`src/rtl/irqp_pkg.sv`:
```
package irqp_pkg;
    localparam int PRIO_W = 8;
    localparam int ID_W   = 24;
    localparam int WORD_W = PRIO_W + ID_W;
    localparam logic [PRIO_W-1:0] PRIO_NONE = '1;

    typedef enum logic [1:0] {
        OP_SET_CPPR = 2'd0,
        OP_SET_IPI  = 2'd1,
        OP_ACCEPT   = 2'd2,
        OP_EOI      = 2'd3
    } irqp_op_e;

    typedef struct packed {
        logic [PRIO_W-1:0] cppr;
        logic [ID_W-1:0]   xid;
        logic [PRIO_W-1:0] pend;
        logic [PRIO_W-1:0] ipi;
        logic              irq;
        logic              rej_v;
        logic [ID_W-1:0]   rej_id;
        logic              rsnd;
        logic              eoi_v;
        logic [ID_W-1:0]   eoi_id;
        logic              rsp_v;
        logic [WORD_W-1:0] rsp_word;
    } irqp_state_t;
endpackage

```
`src/rtl/irqp_admit.sv`:
```
module irqp_admit #(
    parameter int PW = 8,
    parameter int IW = 24
) (
    input  logic [PW-1:0] cppr,
    input  logic [IW-1:0] cur_id,
    input  logic [PW-1:0] cur_prio,
    input  logic [PW-1:0] req_prio,
    output logic          take,
    output logic          bump
);
    logic busy;
    always_comb begin
        busy = (cur_id != '0);
        take = (req_prio < cppr) && !(busy && (cur_prio <= req_prio));
        bump = take && busy;
    end
endmodule

```
`src/rtl/irqp_cmd_dec.sv`:
```
module irqp_cmd_dec
    import irqp_pkg::*;
(
    input  logic              cmd_valid,
    input  logic [1:0]        cmd_op,
    input  logic [WORD_W-1:0] cmd_data,
    output logic [3:0]        hit,
    output logic [PRIO_W-1:0] arg_prio,
    output logic [PRIO_W-1:0] arg_hi,
    output logic [ID_W-1:0]   arg_id
);
    always_comb begin
        hit = '0;
        if (cmd_valid) hit[cmd_op] = 1'b1;
        arg_prio = cmd_data[PRIO_W-1:0];
        arg_hi   = cmd_data[WORD_W-1:ID_W];
        arg_id   = cmd_data[ID_W-1:0];
    end
endmodule

```
`src/rtl/irq_presenter.sv`:
```
module irq_presenter
    import irqp_pkg::*;
#(
    parameter logic [23:0] IPI_ID = 24'd2
) (
    input  logic        clk,
    input  logic        rst_n,
    input  logic        dlv_valid,
    input  logic [23:0] dlv_id,
    input  logic [7:0]  dlv_prio,
    input  logic        cmd_valid,
    input  logic [1:0]  cmd_op,
    input  logic [31:0] cmd_data,
    output logic        irq_out,
    output logic        rsp_valid,
    output logic [31:0] rsp_word,
    output logic        rej_valid,
    output logic [23:0] rej_id,
    output logic        rsnd_req,
    output logic        eoi_valid,
    output logic [23:0] eoi_id
);
    irqp_state_t s_d, s_q;

    logic [3:0]        hit;
    logic [PRIO_W-1:0] arg_prio, arg_hi;
    logic [ID_W-1:0]   arg_id;

    irqp_cmd_dec u_dec (
        .cmd_valid(cmd_valid), .cmd_op(cmd_op), .cmd_data(cmd_data),
        .hit(hit), .arg_prio(arg_prio), .arg_hi(arg_hi), .arg_id(arg_id)
    );

    // Effective priorities seen by the inter-processor check after this command
    logic [PRIO_W-1:0] cppr_eff, ipi_eff;
    always_comb begin
        cppr_eff = hit[OP_SET_CPPR] ? arg_prio : (hit[OP_EOI] ? arg_hi : s_q.cppr);
        ipi_eff  = hit[OP_SET_IPI] ? arg_prio : s_q.ipi;
    end

    logic ipi_take, ipi_bump, dlv_take, dlv_bump;

    irqp_admit #(.PW(PRIO_W), .IW(ID_W)) u_ipi_admit (
        .cppr(cppr_eff), .cur_id(s_q.xid), .cur_prio(s_q.pend),
        .req_prio(ipi_eff), .take(ipi_take), .bump(ipi_bump)
    );

    irqp_admit #(.PW(PRIO_W), .IW(ID_W)) u_dlv_admit (
        .cppr(s_q.cppr), .cur_id(s_q.xid), .cur_prio(s_q.pend),
        .req_prio(dlv_prio), .take(dlv_take), .bump(dlv_bump)
    );

    logic pending;
    assign pending = (s_q.xid != '0);

    always_comb begin
        s_d          = s_q;
        s_d.rej_v    = 1'b0;
        s_d.rej_id   = '0;
        s_d.rsnd     = 1'b0;
        s_d.eoi_v    = 1'b0;
        s_d.eoi_id   = '0;
        s_d.rsp_v    = 1'b0;
        s_d.rsp_word = '0;
        if (hit[OP_SET_CPPR]) begin
            s_d.cppr = arg_prio;
            if (arg_prio < s_q.cppr) begin
                if (pending && (arg_prio <= s_q.pend)) begin
                    s_d.xid    = '0;
                    s_d.pend   = PRIO_NONE;
                    s_d.irq    = 1'b0;
                    s_d.rej_v  = 1'b1;
                    s_d.rej_id = s_q.xid;
                end
            end else if (!pending) begin
                s_d.rsnd = 1'b1;
                if (ipi_take) begin
                    s_d.xid  = IPI_ID;
                    s_d.pend = ipi_eff;
                    s_d.irq  = 1'b1;
                end
            end
        end else if (hit[OP_SET_IPI]) begin
            s_d.ipi = arg_prio;
            if (ipi_take) begin
                if (ipi_bump) begin
                    s_d.rej_v  = 1'b1;
                    s_d.rej_id = s_q.xid;
                end
                s_d.xid  = IPI_ID;
                s_d.pend = ipi_eff;
                s_d.irq  = 1'b1;
            end
        end else if (hit[OP_ACCEPT]) begin
            s_d.rsp_v    = 1'b1;
            s_d.rsp_word = {s_q.cppr, s_q.xid};
            s_d.cppr     = s_q.pend;
            s_d.xid      = '0;
            s_d.pend     = PRIO_NONE;
            s_d.irq      = 1'b0;
        end else if (hit[OP_EOI]) begin
            s_d.cppr   = arg_hi;
            s_d.eoi_v  = 1'b1;
            s_d.eoi_id = arg_id;
            if (!pending) begin
                s_d.rsnd = 1'b1;
                if (ipi_take) begin
                    s_d.xid  = IPI_ID;
                    s_d.pend = ipi_eff;
                    s_d.irq  = 1'b1;
                end
            end
        end else if (dlv_valid) begin
            if (dlv_take) begin
                if (dlv_bump) begin
                    s_d.rej_v  = 1'b1;
                    s_d.rej_id = s_q.xid;
                end
                s_d.xid  = dlv_id;
                s_d.pend = dlv_prio;
                s_d.irq  = 1'b1;
            end else begin
                s_d.rej_v  = 1'b1;
                s_d.rej_id = dlv_id;
            end
        end
    end

    always_ff @(posedge clk) begin
        if (!rst_n) begin
            s_q      <= '0;
            s_q.pend <= PRIO_NONE;
            s_q.ipi  <= PRIO_NONE;
        end else begin
            s_q <= s_d;
        end
    end

    assign irq_out   = s_q.irq;
    assign rsp_valid = s_q.rsp_v;
    assign rsp_word  = s_q.rsp_word;
    assign rej_valid = s_q.rej_v;
    assign rej_id    = s_q.rej_id;
    assign rsnd_req  = s_q.rsnd;
    assign eoi_valid = s_q.eoi_v;
    assign eoi_id    = s_q.eoi_id;

    p_irq_tracks_pending_r10: assert property (@(posedge clk) disable iff (!rst_n)
        irq_out == (s_q.xid != '0));

    p_idle_prio_none_r6: assert property (@(posedge clk) disable iff (!rst_n)
        (s_q.xid == '0) |-> (s_q.pend == PRIO_NONE));

    p_accept_drops_line_r6: assert property (@(posedge clk) disable iff (!rst_n)
        (cmd_valid && cmd_op == OP_ACCEPT) |=> (rsp_valid && !irq_out));

    p_eoi_forward_r9: assert property (@(posedge clk) disable iff (!rst_n)
        (cmd_valid && cmd_op == OP_EOI) |=>
            (eoi_valid && eoi_id == $past(cmd_data[23:0])));

    p_weak_bounced_r2: assert property (@(posedge clk) disable iff (!rst_n)
        (dlv_valid && !cmd_valid && dlv_prio >= s_q.cppr) |=>
            (rej_valid && rej_id == $past(dlv_id) && $stable(irq_out)));
endmodule

```
`config.mk`:
```
export PLATFORM = sky130hd
export DESIGN_NAME = irq_presenter
export DESIGN_NICKNAME = d
export VERILOG_FILES = /design/src/rtl/irqp_pkg.sv /design/src/rtl/irqp_admit.sv /design/src/rtl/irqp_cmd_dec.sv /design/src/rtl/irq_presenter.sv
export SDC_FILE = /design/constraint.sdc
export NUM_CORES = 1
export LEC_CHECK = 0
export CAP_MARGIN = 20
export CELL_PAD_IN_SITES_DETAIL_PLACEMENT = 0
export CELL_PAD_IN_SITES_GLOBAL_PLACEMENT = 1
export CORE_MARGIN = 8
export CORE_UTILIZATION = 39
export DETAILED_ROUTE_END_ITERATION = 12
export PLACE_DENSITY_LB_ADDON = 0.1
export SLEW_MARGIN = 20
export SYNTH_ARGS = -nofsm -noshare
export SYNTH_HDL_FRONTEND = slang
export SYNTH_HIERARCHICAL = 1
export SYNTH_SLANG_ARGS = --single-unit
```
`constraint.sdc`:
```
create_clock -name clk -period 5.6 [get_ports clk]
set_input_delay 0.56 -clock clk [delete_from_list [all_inputs] [get_ports clk]]
set_output_delay 0.56 -clock clk [all_outputs]
set_load 0.01 [all_outputs]
```
Yosys cells after proc, flatten, opt, wreduce, memory -nomap -nowiden
Cells that the tools add are included.
{"block": "totals", "register_bits": 133, "latch_bits": 0, "mem_bits_rw": 0, "rom_bits": 0, "input_bits": 70, "out_inout_bits": 85, "wordCells": 84, "mem_count": 0}
{"block": "classes", "add_sub_neg": 0, "multipliers": 0, "div_mod_pow": 0, "n_lt_le_gt_ge": 8, "n_eq_ne": 3, "n_shift": 0, "n_mux": 39, "bitwise_logic": 3, "n_reduce_logical": 19}
{"op": "32-bit two-way mux", "count": 8}
{"op": "26-bit two-way mux", "count": 5}
{"op": "25-bit two-way mux", "count": 5}
{"op": "40-bit two-way mux", "count": 2}
{"op": "59-bit two-way mux", "count": 1}
{"op": "51-bit two-way mux", "count": 1}
{"op": "33-bit two-way mux", "count": 1}
{"op": "8-bit two-way mux", "count": 4}
{"op": "27-bit two-way mux", "count": 1}
{"op": "8-bit less-or-equal comparator", "count": 3}
{"op": "8-bit less-than comparator", "count": 3}
{"op": "24-bit nonzero test", "count": 1}
{"op": "5-bit nonzero test", "count": 2}
{"op": "1-bit two-way mux", "count": 9}
{"op": "1-bit logical AND", "count": 8}
{"op": "4-bit OR reduction", "count": 2}
{"op": "3-bit by 2-bit inequality test with 1-bit output (second input constant)", "count": 2}
{"op": "5-bit OR reduction", "count": 1}
{"op": "4-bit two-way mux", "count": 1}
{"op": "4-bit AND reduction", "count": 1}
{"op": "2-bit by 3-bit less-than comparator with 1-bit output (second input constant)", "count": 1}
{"op": "1-bit NOT", "count": 3}
{"op": "3-bit AND reduction", "count": 1}
{"op": "3-bit OR reduction", "count": 1}
{"op": "other kinds (4)", "count": 5}

Longest topological paths before layout
{"block": "logic_depth", "word_depth": 16, "mapped_depth": 20}

Modules after synthesis
The synthesis kept the hierarchy.
{"module": "irq_presenter", "n_inst": 1, "cells_per_inst": 648, "area_each_um2": 6090.8, "seq_area_each_um2": 2662.6}
{"module": "irqp_admit", "n_inst": 2, "cells_per_inst": 60, "area_each_um2": 442.9, "seq_area_each_um2": 0.0}
{"module": "irqp_cmd_dec", "n_inst": 1, "cells_per_inst": 44, "area_each_um2": 337.8, "seq_area_each_um2": 0.0}

Worst setup path after synthesis
Ideal clock, no wire load.
{"block": "synth_path", "path_type": "in2reg", "start": "input port cmd_op[0]", "end": "register s_q[99] (netlist bit)", "arrival_ps": 3962, "t_required_ps": 5469, "path_slack_ps": 1507, "cell_stages": 19, "cell_sequence": "nor3b_2 buf_2 buf_1 clkbuf_1 nand2_1 o21ai_0 inv_1 ha_1 a21o_1 a21oi_2 o211ai_1 a21oi_1 clkbuf_1 buf_1 o211ai_1 o2111ai_1 o311ai_1 o21ai_0 o21ai_1"}
{"block": "synth_via", "elab_cells_between_ends": 25, "cone_classes": "order compare: 4; eq/ne: 1; mux: 13; reduce/logical: 7"}
{"item": "start, declared", "line": "irq_presenter.sv:12", "source": "input logic [1:0] cmd_op,"}
{"item": "2-bit by 3-bit less-than comparator with 1-bit output (not written as such) / 2-bit by 1-bit greater-or-equal comparator with 1-bit output (equally long branches)", "line": "irqp_cmd_dec.sv:14", "source": "if (cmd_valid) hit[cmd_op] = 1'b1;"}
{"item": "1-bit logical AND (not written as such)", "line": "irqp_cmd_dec.sv:14"}
{"item": "1-bit two-way mux (not written as such)", "line": "irqp_cmd_dec.sv:14"}
{"item": "1-bit demux with 2-bit select *"}
{"item": "4-bit two-way mux *", "line": "irqp_cmd_dec.sv:14"}
{"item": "8-bit two-way mux"}
{"item": "8-bit two-way mux *", "line": "irq_presenter.sv:37", "source": "cppr_eff = hit[OP_SET_CPPR] ? arg_prio : (hit[OP_EOI] ? arg_hi : s_q.cppr);"}
{"item": "via cppr_eff[6]", "line": "irq_presenter.sv:35", "source": "logic [PRIO_W-1:0] cppr_eff, ipi_eff;"}
{"item": "8-bit less-than comparator *", "line": "irqp_admit.sv:15", "source": "take = (req_prio < cppr) && !(busy && (cur_prio <= req_prio));"}
{"item": "1-bit logical AND *", "line": "irqp_admit.sv:15"}
{"item": "via ipi_take", "line": "irq_presenter.sv:41", "source": "logic ipi_take, ipi_bump, dlv_take, dlv_bump;"}
{"item": "32-bit two-way mux *", "line": "irq_presenter.sv:77, irq_presenter.sv:85, irq_presenter.sv:107"}
{"item": "32-bit two-way mux", "line": "irq_presenter.sv:75, irq_presenter.sv:105"}
{"item": "32-bit two-way mux", "line": "irq_presenter.sv:101", "source": "end else if (hit[OP_EOI]) begin"}
{"item": "40-bit two-way mux", "line": "irq_presenter.sv:94", "source": "end else if (hit[OP_ACCEPT]) begin"}
{"item": "32-bit two-way mux", "line": "irq_presenter.sv:83", "source": "end else if (hit[OP_SET_IPI]) begin"}
{"item": "40-bit two-way mux *", "line": "irq_presenter.sv:65", "source": "if (hit[OP_SET_CPPR]) begin"}
{"item": "end, declared", "line": "irq_presenter.sv:23", "source": "irqp_state_t s_d, s_q;"}
The timed path passes the listed nets; every way through them passes the cells marked *.
A chain may end at the register's enable or synchronous reset.

Worst setup path in the final report
{"block": "layout_path", "start": "input port cmd_op[1]", "end": "register s_q, in the netlist rej_id[22]"}
{"block": "layout_via", "elab_chain_cells": 15, "elab_cells_between_ends": 21, "cone_classes": "order compare: 4; mux: 12; reduce/logical: 5"}
{"item": "2-bit by 3-bit less-than comparator with 1-bit output (not written as such) / 2-bit by 1-bit greater-or-equal comparator with 1-bit output (equally long branches)", "line": "irqp_cmd_dec.sv:14"}
{"item": "1-bit logical AND (not written as such)", "line": "irqp_cmd_dec.sv:14"}
{"item": "1-bit two-way mux (not written as such)", "line": "irqp_cmd_dec.sv:14"}
{"item": "1-bit demux with 2-bit select *"}
{"item": "4-bit two-way mux *", "line": "irqp_cmd_dec.sv:14"}
{"item": "via hit[1]", "line": "irq_presenter.sv:25", "source": "logic [3:0] hit;"}
{"item": "8-bit two-way mux *"}
{"item": "via ipi_eff[7]", "line": "irq_presenter.sv:35"}
{"item": "[2 not listed]"}
{"item": "1-bit logical NOT", "line": "irqp_admit.sv:15"}
{"item": "1-bit logical AND *", "line": "irqp_admit.sv:15"}
{"item": "via ipi_take", "line": "irq_presenter.sv:41"}
{"item": "1-bit logical AND", "line": "irqp_admit.sv:16", "source": "bump = take && busy;"}
{"item": "25-bit two-way mux", "line": "irq_presenter.sv:86", "source": "if (ipi_bump) begin"}
{"item": "26-bit two-way mux *", "line": "irq_presenter.sv:85", "source": "if (ipi_take) begin"}
{"item": "26-bit two-way mux *", "line": "irq_presenter.sv:83"}
{"item": "27-bit two-way mux *", "line": "irq_presenter.sv:65"}
The timed path passes the listed nets; every way through them passes the cells marked *. The select of a mux whose other input is x is not followed.

==> flow_metrics.tcl <==
set metrics [dict create \
    synth_compound_area_frac 0.189 \
    dp_hpwl_mm 15.6 \
    finalSetupTns_ns 0 \
    criticalPathCategory "primary input to flip-flop" \
    globalRouteTotalUtil 0.175 \
    wl_mm 20.5 \
    syn_nets 927 \
    row_count 50 \
    layout_common_cells "154 x clkdlybuf4s50_1, 133 x dfxtp_1, 58 x inv_1" \
    setup_slack_ns 1.16 \
    cts_tree "built" \
    first_pass_iters 4 \
    post_cts_resized 0 \
    drc 0 \
    r2r-end "rej_id[22]" \
    first_iter_violations 303 \
    hold_end "s_q[88]" \
    hold_class "flip-flop to flip-flop" \
    synth_fa_ha_area_frac 0.0770 \
    synth_top_family_by_area "compound AO/OA/AOI/OAI gates" \
    die_area_sq_mm 0.0234 \
    drt-wirelength-per-cell_microns 18.9 \
    antenna_found_initial 0 \
    syn_to_final_growth_pct 20.1 \
    insertion_delay_ns 0.43 \
    ff2ff_path_depth 12 \
    regToRegSetupSlack_ns 2.10 \
    io_pins 155 \
    ys_types 56 \
    crit_fanout 24 \
    syn_area_sq_mm 0.00731 \
    worstMarginPinSlew_ns 0.970 \
    p_leak_uw 0.00355 \
    drive_gt1_frac 0.0822 \
    relSlewSlack 0.353 \
    cts_setup_buffers 0 \
    vias 5800 \
    cts_buffers 17 \
    fin_crit_sh 0.793 \
    vdd_drop_max_mv 0.211 \
    synth_cells 812 \
    final_hold_viol_count 0 \
    core_area_sq_mm 0.0186 \
    regToRegStartpoint "s_q[127]" \
    ant_nets 0 \
    end_kind "flip-flop" \
    first_global_vias 5756 \
    p_total_uw 2660 \
    h-tree-depth 4 \
    instances_no_fill 1086 \
    rsz0062_at_grt "no" \
    layout.nets 955 \
    post-route-util 0.473 \
    max_freq_mhz 225 \
    clk_pin_slew_ns 0.06 \
    place_ws_ns 0.760 \
    startpoint_type "primary input" \
    synth_area_leaders "dfxtp_1 36%, buf_4 12%, ha_1 7.7%" \
    hp-start "s_q[88]" \
    p_per_area_mw_per_mm2 303 \
    grt_overflow_total 0 \
    cap_viol_max_count 0 \
    gp_congestion 0.880 \
    synth-seq-cells 133 \
    root_buffer "clkbuf_16" \
    avgSynthCellArea_sq_um 9.01 \
    ctsHoldBuffers 0 \
    synth_warnings 6 \
    antenna_cells 0 \
    dp_cells 1055 \
    setup_viol 0 \
    muxShareOfSynthArea 0.0342 \
    whs_path_depth 2 \
    grt_pass1_wl_mm 32.4 \
    fp.dieW_microns 153 \
    async_flop_share 0 \
    synth_top_area_cell "dfxtp_1" \
    synth_xor_xnor_area_share 0 \
    synth_simple_gate_area_share 0.159 \
    arrival_ns 4.75 \
    status "complete, no violations" \
    synth_top_cell_area_share 0.364 \
    port_buffers 154 \
    via_per_inst 5.34 \
    fin_crit_ns 4.44 \
    yosys_most_used_dff "dfxtp_1" \
    cts.path.max_buffers 2 \
    finClkSkew_ns 0.00997 \
    grt_max_degree 26 \
    ys_seq_area_frac 0.364 \
    final_common_cell "clkdlybuf4s50_1" \
    cts_sinks 133 \
    initial_core_util 0.394 \
    slew_viol_final 0 \
    synth_edf_count 0 \
    cp.required_ns 5.91 \
    die_y_microns 153 \
]
-- state kept, by name (all words and copies together) (netlist names) --
signal,flops
rej_id,24
rej_valid,1
rsnd_req,1
irq_out,1
s_q,48
eoi_id,24
eoi_valid,1
rsp_word,32
rsp_valid,1
-- how the worst max path moves through the flow --
stage / startpoint / to / slack (ns) / cells after the start
2_1_floorplan: cmd_op[0] / s_q[99] / 1.51 / 19
3_3_place_gp: cmd_op[0] / rej_id[21] / 0.83 / 14
3_5_place_dp: cmd_op[1] / rej_id[19] / 0.76 / 14
4_1_cts: cmd_op[1] / rej_id[15] / 1.19 / 14
5_1_grt: cmd_op[1] / rej_id[9] / 0.93 / 14
6_report: cmd_op[1] / rej_id[22] / 1.16 / 14
-- report_power, final --
group	internal [uW]	switching, uW	leakage, uW
Clock	702	429	0.000288
Combinational	224	271	0.00218
Sequential	989	49.0	0.00108
Total	1920	749	0.00355
-- through the flow --
stage,instance area [sq um],hold slack (ns)
3_5_place_dp,8180,0.473
3_3_place_gp,8180,0.480
2_1_floorplan,7310,0.437
5_1_grt,8780,0.507
4_1_cts,8780,0.481
6_report,8780,0.482
-- synth_stat cells, types with 8 or more instances --
cell / n
o221ai_1: 8
nand4_1: 13
inv_1: 58
buf_4: 120
mux2i_1: 16
and2_1: 57
o2111ai_1: 8
dfxtp_1: 133
o211ai_1: 15
o21ai_1: 9
nand3_1: 17
mux2_2: 8
nor4_1: 21
clkbuf_1: 24
nand2_1: 36
a21oi_1: 30
o311ai_1: 8
ha_1: 45
o21ai_0: 31
a22o_1: 47
nor2_1: 28
-- cell families after synthesis --
kind of cell | after synthesis
muxes | 24
buffers and inverters | 215
DFF | 133
and+or+nand+nor | 207
adders and majority gates | 45
AOI/OAI and AO/OA | 188
-- layout make-up --
type	instances	area, sq um
Clock buffer	21	480
Clock inverter	10	123
Fill cell	1753	9800
Inverter	58	218
Multi-Input combinational cell	464	3370
Sequential cell	133	2660
Tap cell	234	293
Timing Repair Buffer	166	1630
-- critical path, cell delays in order --
cell,delay [ns]
clkdlybuf4s50_1,0.46
and3b_1,0.71
buf_4,0.31
mux2_2,0.38
inv_1,0.06
ha_1,0.23
o21ai_0,0.09
nor2_1,0.06
o31ai_1,0.45
a21oi_2,0.20
a31oi_1,0.26
o31ai_1,0.10
and3_1,0.51
a22o_1,0.37
-- per-layer routing --
| layer | vias up | wire (microns) | global-route usage |
|---|---|---|---|
| li1 | 2817 | - | - |
| met1 | 2747 | 8970 | 0.207 |
| met2 | 203 | 10000 | 0.301 |
| met3 | 33 | 1140 | 0.0445 |
| met4 | 0 | 405 | 0.0622 |
| met5 | - | 0 | 0 |
No activity file was read; power rests on OpenSTA's default activity.
